==> src/rtl/pwq_pkg.sv <==
package pwq_pkg;

  typedef enum logic [1:0] {
    PQ_IDLE  = 2'd0,
    PQ_DELAY = 2'd1,
    PQ_WIN   = 2'd2
  } pq_state_t;

  // counter width able to hold width-1
  function automatic int unsigned pq_cnt_bits(input int unsigned width);
    return (width > 1) ? $clog2(width) : 1;
  endfunction

  // edges from first low sample to visible strobe
  function automatic int unsigned pq_latency(input int unsigned width);
    return width + 2;
  endfunction

  // cycles after an accepted edge during which new edges are ignored
  function automatic int unsigned pq_busy_span(input int unsigned width);
    return 2 * width;
  endfunction

endpackage

==> src/rtl/pwq_sync.sv <==
module pwq_sync (
  input  logic clk,
  input  logic rst,
  input  logic line_n,
  output logic pulse
);
  logic [1:0] stage;

  always_ff @(posedge clk) begin
    if (rst) stage <= 2'b11;
    else     stage <= {stage[0], line_n};
  end

  assign pulse = ~stage[1];
endmodule

==> src/rtl/pwq_edge.sv <==
module pwq_edge (
  input  logic clk,
  input  logic rst,
  input  logic pulse,
  output logic lead
);
  logic pulse_q;

  always_ff @(posedge clk) begin
    if (rst) pulse_q <= 1'b0;
    else     pulse_q <= pulse;
  end

  assign lead = pulse & ~pulse_q;
endmodule

==> src/rtl/pwq_timer.sv <==
module pwq_timer
  import pwq_pkg::*;
#(
  parameter int unsigned WIDTH_CYC = 20
) (
  input  logic clk,
  input  logic rst,
  input  logic pulse,
  input  logic lead,
  output logic start,
  output logic busy,
  output logic win_on,
  output logic held_ok,
  output logic strobe
);
  localparam int unsigned CW = pq_cnt_bits(WIDTH_CYC);
  localparam logic [CW-1:0] RELOAD = CW'(WIDTH_CYC - 1);

  pq_state_t     st;
  logic [CW-1:0] cnt;
  logic          ok_q;
  logic          str_q;
  logic          cnt_done;

  assign cnt_done = (cnt == '0);
  assign start    = (st == PQ_IDLE) && lead;
  assign busy     = (st != PQ_IDLE);
  assign win_on   = (st == PQ_WIN);
  assign held_ok  = ok_q;
  assign strobe   = str_q;

  always_ff @(posedge clk) begin
    if (rst) begin
      st    <= PQ_IDLE;
      cnt   <= '0;
      ok_q  <= 1'b0;
      str_q <= 1'b0;
    end else begin
      str_q <= 1'b0;
      case (st)
        PQ_IDLE: begin
          if (lead) begin
            st   <= PQ_DELAY;
            cnt  <= RELOAD;
            ok_q <= 1'b1;
          end
        end
        PQ_DELAY: begin
          ok_q <= ok_q & pulse;
          if (cnt_done) begin
            st    <= PQ_WIN;
            cnt   <= RELOAD;
            str_q <= ok_q & pulse;
          end else begin
            cnt <= cnt - 1'b1;
          end
        end
        PQ_WIN: begin
          if (cnt_done) st <= PQ_IDLE;
          else          cnt <= cnt - 1'b1;
        end
        default: st <= PQ_IDLE;
      endcase
    end
  end
endmodule

==> src/rtl/pulse_width_qualifier.sv <==
module pulse_width_qualifier #(
  parameter int unsigned WIDTH_CYC = 20
) (
  input  logic clk,
  input  logic rst,
  input  logic cmp_line_n,
  output logic fault_strobe
);
  logic pulse_w;
  logic lead_w;
  logic start_w;
  logic busy_w;
  logic win_w;
  logic ok_w;

  pwq_sync u_sync (
    .clk   (clk),
    .rst   (rst),
    .line_n(cmp_line_n),
    .pulse (pulse_w)
  );

  pwq_edge u_edge (
    .clk  (clk),
    .rst  (rst),
    .pulse(pulse_w),
    .lead (lead_w)
  );

  pwq_timer #(.WIDTH_CYC(WIDTH_CYC)) u_timer (
    .clk    (clk),
    .rst    (rst),
    .pulse  (pulse_w),
    .lead   (lead_w),
    .start  (start_w),
    .busy   (busy_w),
    .win_on (win_w),
    .held_ok(ok_w),
    .strobe (fault_strobe)
  );
endmodule

==> config.mk <==
export PLATFORM = sky130hd
export DESIGN_NAME = pulse_width_qualifier
export DESIGN_NICKNAME = d
export VERILOG_FILES = /design/src/rtl/pwq_pkg.sv /design/src/rtl/pwq_sync.sv /design/src/rtl/pwq_edge.sv /design/src/rtl/pwq_timer.sv /design/src/rtl/pulse_width_qualifier.sv
export SDC_FILE = /design/constraint.sdc
export NUM_CORES = 1
export LEC_CHECK = 0
export BUFFER_PORTS_ARGS = -buffer_cell sky130_fd_sc_hd__buf_2
export CAP_MARGIN = 20
export CORE_MARGIN = 5
export CORE_UTILIZATION = 40
export CTS_BUF_LIST = sky130_fd_sc_hd__clkbuf_16
export DETAILED_ROUTE_END_ITERATION = 8
export GPL_TIMING_DRIVEN = 0
export PLACE_DENSITY = 0.52
export SETUP_SLACK_MARGIN = 0.15
export SLEW_MARGIN = 20
export SYNTH_ARGS = -nofsm -noshare
export SYNTH_HDL_FRONTEND = slang
export SYNTH_SLANG_ARGS = --single-unit
==> constraint.sdc <==
create_clock -name clk -period 2.14 [get_ports clk]
set_input_delay 0.107 -clock clk [delete_from_list [all_inputs] [get_ports clk]]
set_output_delay 0.107 -clock clk [all_outputs]
set_load 0.005 [all_outputs]
After elaboration in Yosys (flattened, before gate mapping). Index checks and enable logic that the tools add are counted.

Output and inout port bits: 1. Register bits: 12.

Add/sub/neg operators: 1. Bitwise logic cells: 6. Mux-type cells: 10. Eq/ne operators: 6. Reductions and logical operators: 8.

Operator list (number): $mux 5 (3); $pmux 5 s3 (1); $mux 2 (3); $ne 2x2->1 const B (3); $pmux 2 s3 (1); $reduce_and 3->1 (2); $logic_not 5->1 (1); $sub 5x1->5 const B (1); $not 1->1 (4); $reduce_bool 3->1 (1); $reduce_or 3->1 (1); $and 1x1->1 (2); $eq 2x1->1 const B (1); $eq 2x2->1 const B (1); $logic_not 2->1 (1); $ne 2x1->1 const B (1); $pmux 1 s2 (1); $reduce_and 2->1 (1); $reduce_bool 2->1 (1); $mux 1 (1).

Logic depth before layout (Yosys ltp). Gate-level depths: netlist of the first run.

Depth after elaboration: 4. Depth in mapped cells: 7. Mapped depth without buffers: 6.

Hierarchy. Synthesis of the first run repeated with hierarchy kept, for this count alone.

Cells, all modules: 70. Area total of the unflattened synthesis: 668.1 um^2.

Modules (own cells, without submodules): pwq_timer (times used 1, cells an instance 62, sequential area each 180.2 um^2, area an instance 564.3 um^2); pwq_sync (times used 1, cells an instance 5, sequential area each 40.0 um^2, area an instance 56.3 um^2); pwq_edge (times used 1, cells an instance 3, sequential area each 20.0 um^2, area an instance 47.5 um^2).

Least setup slack after synthesis of the first run. OpenSTA, ideal clock, no wires.

Path type: flip-flop to flip-flop. Start point: reg u_timer.st[0]. End point: reg u_timer.cnt[3]. Library setup time: 59 ps. Cell stages (with the launch flop): 7. Data required time: 2081 ps. Arrival: 1605 ps. Path buffers: 0. Slack: 475 ps. Cells stage by stage: dfxtp_1 > inv_1 > ha_1 > inv_1 > or3_4 > nor4_2 > a22o_1.

Word-level cells in the longest chain between the ends: 3. Elaborated cells between the ends (all ways): 8. Those cells by class: eq/ne (4); mux (1); reduce/logical (3).

Ends and longest elaborated chain: start: declaration (RTL line pwq_timer.sv:19) `pq_state_t st;`; start signal: assignment (RTL line pwq_timer.sv:34) `st <= PQ_IDLE;`; start signal: assignment (RTL line pwq_timer.sv:43) `st <= PQ_DELAY;`; start signal: assignment (RTL line pwq_timer.sv:51) `st <= PQ_WIN;`; $eq 2x2->1 (tied with other cells); $ne 2x2->1 (no line) / $reduce_bool 3->1 (equally long branches); $reduce_and 3->1 (no line); end signal: assignment (RTL line pwq_timer.sv:55) `cnt <= cnt - 1'b1;`; end signal: assignment (RTL line pwq_timer.sv:60) `else cnt <= cnt - 1'b1;`; end: declaration (RTL line pwq_timer.sv:20) `logic [CW-1:0] cnt;`.

Several ways; a longest one is shown, not always the timed one. A chain may end at the register's enable or synchronous reset.

Worst setup path in the final report of the first run. Same ends and word-level chain as after synthesis.

==> results of run 1 <==
## power by group through the flow
stage / Sequential, mW / Combinational [mW] / Clock [mW]
2_1_floorplan: 0.299 / 0.369 / 0
3_3_place_gp: 0.309 / 0.445 / 0
3_5_place_dp: 0.309 / 0.444 / 0
4_1_cts: 0.305 / 0.447 / 0.346
5_1_grt: 0.310 / 0.510 / 0.357
6_report: 0.306 / 0.447 / 0.339
## path summary, 6_finish.rpt
path,startpoint,endpoint,slack (ps),depth (start not counted)
max,u_timer.st[0]$_SDFFE_PP0P_,u_timer.cnt[3]$_SDFFE_PP0P_,310,6
min,cmp_line_n,u_sync.stage[0]$_SDFF_PP1_,50,2
max reg2reg,u_timer.st[0]$_SDFFE_PP0P_,u_timer.cnt[3]$_SDFFE_PP0P_,310,6
min reg2reg,u_sync.stage[0]$_SDFF_PP1_,u_sync.stage[1]$_SDFF_PP1_,400,1
## sequential cells by signal, summed over array words and instances (netlist names)
signal,flops
u_timer.strobe,1
u_sync.stage,2
u_timer.cnt,5
u_timer.st,2
u_edge.pulse_q,1
u_timer.held_ok,1
## stage by stage
step | area [sq um] | instances | setup WS, ps | hold WS (ps)
2_1_floorplan | 647 | 73 | 475 | 204
5_1_grt | 761 | 96 | 191 | 56.9
6_report | 761 | 96 | 311 | 46.4
4_1_cts | 761 | 96 | 300 | 45.3
3_5_place_dp | 682 | 92 | 314 | 288
3_3_place_gp | 682 | 92 | 330 | 283
## area by class of cell
class,count,area share [%]
buffer,2,1.15
clock buffer,3,9.87
clock inverter,1,0.493
inverter,5,2.47
multi-input combinational,54,49.8
sequential,12,31.6
tap,16,2.63
timing repair buffer,3,1.97
## critical path, cell delays in order (launching register included)
cell and delay [ps]:
dfxtp_1 370, inv_1 100, ha_1 340, inv_1 60
or3_4 410, nor4_2 310, a22o_1 180
## cell usage after synthesis, drive strengths merged (2+ instances only)
| cell type | number |
|---|---|
| ha | 6 |
| a22o | 2 |
| nor2b | 2 |
| inv | 5 |
| or2 | 2 |
| o21ai | 2 |
| dfxtp | 12 |
| nor2 | 12 |
| a2bb2oi | 2 |
| o22ai | 2 |
| or3 | 3 |
| a21oi | 9 |
| mux2i | 2 |
## metal layers
layer,up-vias,track usage [%],routed length [microns]
li1,272,-,-
met1,221,15.2,632
met2,7,13.4,465
met3,0,3.55,44
met4,0,3.93,0
met5,-,0,0
## cells by family after synthesis
| kind of cell | Yosys count | synth area share, % |
|---|---|---|
| flip-flops | 12 | 37.1 |
| AND/OR/NAND/NOR | 26 | 24.0 |
| AO/OA/AOI/OAI | 20 | 19.9 |
| adder cells (fa/ha/maj) | 6 | 11.6 |
| multiplexers | 2 | 3.09 |
| buffers and inverters | 7 | 4.25 |
==> summary.txt, run 1 <==
Status: completed
Die W: 50.2 microns
DRT Wirelength: 1140 microns
Hold-fix buffers, CTS: 0
Antenna violations before repair: 0
Crit Path Max Fanout: 4
Total Routing Usage GR: 10.3%
Detailed Place HPWL: 861 microns
H-tree depth: 1
Pre-antenna DRT Iters: 4
Max frequency: 0.547 GHz
Total die area: 2520 sq um
Power per cell area: 1430 nW/um^2
Proportion of power drawn by the clock network: 31.0%
Post-CTS Setup Bufs: 0
Residual DRC count: 0
Worst Path Arrival: 2010 ps
Avg WL per Cell: 11.9 microns
Startpoint Class: flop
Mapped Area: 647 sq um
Crit path kind: reg2reg
Ports: 4
Clock sinks: 12
Antenna diode count: 0
Worst-path clk slew: 40 ps
Switch share: 34.9%
Syn Area/Cell: 8.86 sq um
Synth unique cells: 27
Routability cong.: 0.862
Sum of negative setup slack: 0 ps
CTS tree: yes
Total power: 1.09 mW
Sequential power share: 28.1%
# setup viols final: 0
Flops & latches, synth: 12
GRT Residual Overflow: 0
Max VDD drop: 602 uV
Asr flop ratio synth: 0%
Clock root buffer master: clkbuf_16
Mapped Nets: 82
Net Sw Power: 0.381 mW
Largest net degree at the start of global routing: 11
Starting Density: 42.4%
Die Height: 50.2 microns
Unrepaired setup endpoints after global routing: false
Row Count: 14
Post-synth top area cell: dfxtp_1
Worst-case clock buffer depth: 2
First-pass GRT wire length: 2050 microns
Worst setup EP type: flop
Num CTS Buffers: 3
Synthesis-to-finish area growth: 17.6%
Number of global-route vias before repair: 461
Max-Cap Viols: 0
Commonest non-fill, non-tap cells in the layout: nor2_1, dfxtp_1, a21oi_1
Number of synthesis warnings: 0
Least-Margin Pin Slew: 462 ps
Register Area: 240 sq um
Util after Layout: 49.9%
Max-slew violation count: 0
DRT iter0 DRCs: 6
# fillers: 146
Count of port buffers added during placement: 3
Final period util: 85.5%
Minimum clock period: 1830 ps
EDFF count, synth: 0
Area contributors post-synth: dfxtp_1, ha_1, nor2_1
Syn Inst Count: 73
Post-CTS sizing: 0
Core box area: 1520 sq um
Via/cell ratio: 5.21
Multi-input logic area: 379 sq um
Via count: 500
Hold WC Path Type: in2reg
Clk_lat worst skew: 240 ps
Critical path required time: 2320 ps
Layout cells sized above 1: 13.8%
Nets: 90
Hold Vio Cnt, Final: 0
Worst Skew: 2.81 ps
Most common flop cell mapped by yosys: dfxtp_1
Antenna Violating Nets Remaining: 0
Slew headroom: 69.1%
Leakage power total: 0.320 nW
Seq/Total Area, Yosys: 37.1%
Top cell type's share of synthesized area: 37.1%
Combinational share of power: 40.9%
Internal: 0.711 mW
No activity file was read; power rests on OpenSTA's default activity.
==> run 2, diff against run 1 <==
==> constraint.sdc (replaced) <==
create_clock -name clk -period 2.14 [get_ports clk]
set_input_delay 0 -clock clk [delete_from_list [all_inputs] [get_ports clk]]
set_output_delay 0 -clock clk [all_outputs]
set_load 0.005 [all_outputs]
==> run 2 against run 1 <==
Against the previous run:
- core utilization is 0.66 points higher
- largest cell class unchanged
- via count is 1.2% higher
- total power is 0.14% higher
- final cell count is 1.0% higher
- largest power group unchanged
- non-clock buffer count is 1 higher
==> summary.txt, run 2 (synthesis results as in run 1) <==
DRT Wirelength: 1150 microns (+0.26%)
DRT iter0 DRCs: 6 (unchanged)
Avg WL per Cell: 11.8 microns (-0.77%)
Number of global-route vias before repair: 461 (unchanged)
Residual DRC count: 0 (unchanged)
Switch share: 34.9% (about the same)
Util after Layout: 50.6% (+0.66 points)
Unrepaired setup endpoints after global routing: false
Max frequency: 0.547 GHz (about the same)
Total die area: 2520 sq um (unchanged)
Crit path kind: reg2reg
Least-Margin Pin Slew: 462 ps (unchanged)
CP max stage delay: 410 ps (about the same)
Via count: 506 (+1.2%)
Commonest non-fill, non-tap cells in the layout: nor2_1, dfxtp_1, a21oi_1
Num CTS Buffers: 3 (unchanged)
Worst r2r dst: u_timer.cnt[3]$_SDFFE_PP0P_
Status: completed
Via/cell ratio: 5.22 (+0.16%)
Post-CTS sizing: 0 (unchanged)
Proportion of power drawn by the clock network: 31.0% (about the same)
Crit Reg-Reg Startpoint: u_timer.st[0]$_SDFFE_PP0P_
Worst-case clock buffer depth: 2 (unchanged)
First-pass GRT wire length: 2050 microns (unchanged)
Clock sinks: 12 (unchanged)
H-tree depth: 1 (unchanged)
Row Count: 14 (unchanged)
Starting Density: 42.4% (unchanged)
Met1 Track Usage GR: 15.0% (-0.18 points)
Detailed Place HPWL: 861 microns (unchanged)
Hold Path End: u_timer.cnt[3]$_SDFFE_PP0P_
Max-slew violation count: 0 (unchanged)
Post-Layout Inst Area: 771 sq um (+1.3%)
Layer with the highest usage: met1
Worst Skew: 2.73 ps (-0.0806 ps)
Power per cell area: 1420 nW/um^2 (-1.2%)
Worst setup startpoint: u_timer.st[0]$_SDFFE_PP0P_
Total Routing Usage GR: 10.3% (unchanged)
Worst Path Arrival: 2010 ps (about the same)
Crit Path Max Fanout: 4 (unchanged)
Max-Cap Viols: 0 (unchanged)
Net Sw Power: 0.381 mW (about the same)
Hold Path Stages: 3 (+1)
Max reg flops: 5 (unchanged)
Internal: 0.712 mW (+0.17%)
Leakage power total: 0.324 nW (+1.3%)
# setup viols final: 0 (unchanged)
GR Layer Usage met3: 3.55% (unchanged)
Startpoint Class: flop
Post-place setup slack: 314 ps (unchanged)
Biggest regs: u_timer.cnt: 5 flops, u_sync.stage: 2 flops, u_timer.st: 2 flops
Nets: 91 (+1.1%)
Top reg by flops: u_timer.cnt
Antenna violations before repair: 0 (unchanged)
CTS tree: yes
Routability cong.: 0.862 (unchanged)
Count of port buffers added during placement: 3 (unchanged)
# fillers: 145 (-0.68%)
Final period util: 85.5% (about the same)
HP Start: rst
Minimum clock period: 1830 ps (-0.0910 ps)
Worst setup EP type: flop
GRT Residual Overflow: 0 (unchanged)
Slew headroom: 69.1% (unchanged)
Placed inst area: 682 sq um (unchanged)
Combinational share of power: 41.0% (about the same)
Die Height: 50.2 microns (unchanged)
Antenna Violating Nets Remaining: 0 (unchanged)
Critical path required time: 2320 ps (about the same)
Max VDD drop: 602 uV (about the same)
Core box area: 1520 sq um (unchanged)
Layout cells sized above 1: 13.6% (-0.17 points)
Sum of negative setup slack: 0 ps (unchanged)
Largest net degree at the start of global routing: 11 (unchanged)
Min Hold Slack: 140 ps (+93.5 ps)
Hold Vio Cnt, Final: 0 (unchanged)
Die W: 50.2 microns (unchanged)
Antenna diode count: 0 (unchanged)
Reg2reg setup slack: 310 ps (about the same)
Ports: 4 (unchanged)
Worst-path clk slew: 40 ps (about the same)
Setup WS post-layout: 311 ps (+0.0910 ps)
Crit path max-delay cell type: or3_4
Clock root buffer master: clkbuf_16
Most frequent CP cell: inv_1
Critical path, cell by cell: inv_1, ha_1, inv_1, or3_4, nor4_2, a22o_1
Sequential power share: 28.0% (about the same)
Grt met2 use: 13.6% (+0.21 points)
Clk_lat worst skew: 240 ps (about the same)
Worst Reg2Reg Path Length in Cells: 6 (unchanged)
Pre-antenna DRT Iters: 4 (unchanged)
Hold WC Path Type: in2reg
Synthesis-to-finish area growth: 19.1%
==> run 2: changes by cell type in the layout (fill, tap and decap cells not counted) <==
cell,previous run,this run
dlygate4sd3_1,0,1
==> run 2: power groups by stage <==
| stage | Combinational, mW | Clock (mW) | Sequential [mW] |
|---|---|---|---|
| floorplan | 0.369 | 0 | 0.299 |
| global placement | 0.445 | 0 | 0.309 |
| detailed placement | 0.444 | 0 | 0.309 |
| CTS | 0.448 | 0.346 | 0.305 |
| global route | 0.511 | 0.357 | 0.310 |
| finish | 0.448 | 0.339 | 0.306 |
==> run 2: stage by stage <==
step / instances / total power, mW
2_1_floorplan: 73 / 0.669
3_3_place_gp: 92 / 0.754
3_5_place_dp: 92 / 0.753
4_1_cts: 97 / 1.10
5_1_grt: 97 / 1.18
6_report: 97 / 1.09
==> run 2: layout make-up <==
class / instances / area, sq um / share of cell area [%]
well taps: 16 / 20.0 / 2.60
clock inverters: 1 / 3.75 / 0.487
flip-flops and latches: 12 / 240 / 31.2
multi-input cells: 54 / 379 / 49.2
plain buffers: 2 / 8.76 / 1.14
inverters: 5 / 18.8 / 2.44
clock buffers: 3 / 75.1 / 9.74
repair buffers: 4 / 25.0 / 3.25
==> run 2: worst max path at each step <==
stage | depth (start not counted) | to
global route | 6 | u_timer.cnt[3]$_SDFFE_PP0P_
finish | 6 | u_timer.cnt[3]$_SDFFE_PP0P_
floorplan | 6 | u_timer.cnt[3]$_SDFFE_PP0P_
global placement | 6 | u_timer.cnt[3]$_SDFFE_PP0P_
CTS | 6 | u_timer.cnt[3]$_SDFFE_PP0P_
detailed placement | 6 | u_timer.cnt[3]$_SDFFE_PP0P_
==> run 2: timing repair <==
item / 4_1_cts / 5_1_grt
hold buffers: 1 / 0
endpoints found under the hold margin: 1 / 0
setup buffers: 0 / 0
==> run 2: critical path: cells and delay by family, from the launching register on <==
family	cells	cell delay [ps]
compound gates	1	180
fa+ha+maj	1	340
buf+inv	2	160
flops	1	370
simple gates	2	720
==> run 2: per-layer routing <==
layer | vias to the layer above | routed length, microns
met4 | 0 | 0
met2 | 7 | 469
met1 | 225 | 626
met3 | 0 | 49
li1 | 274 | -
met5 | - | 0
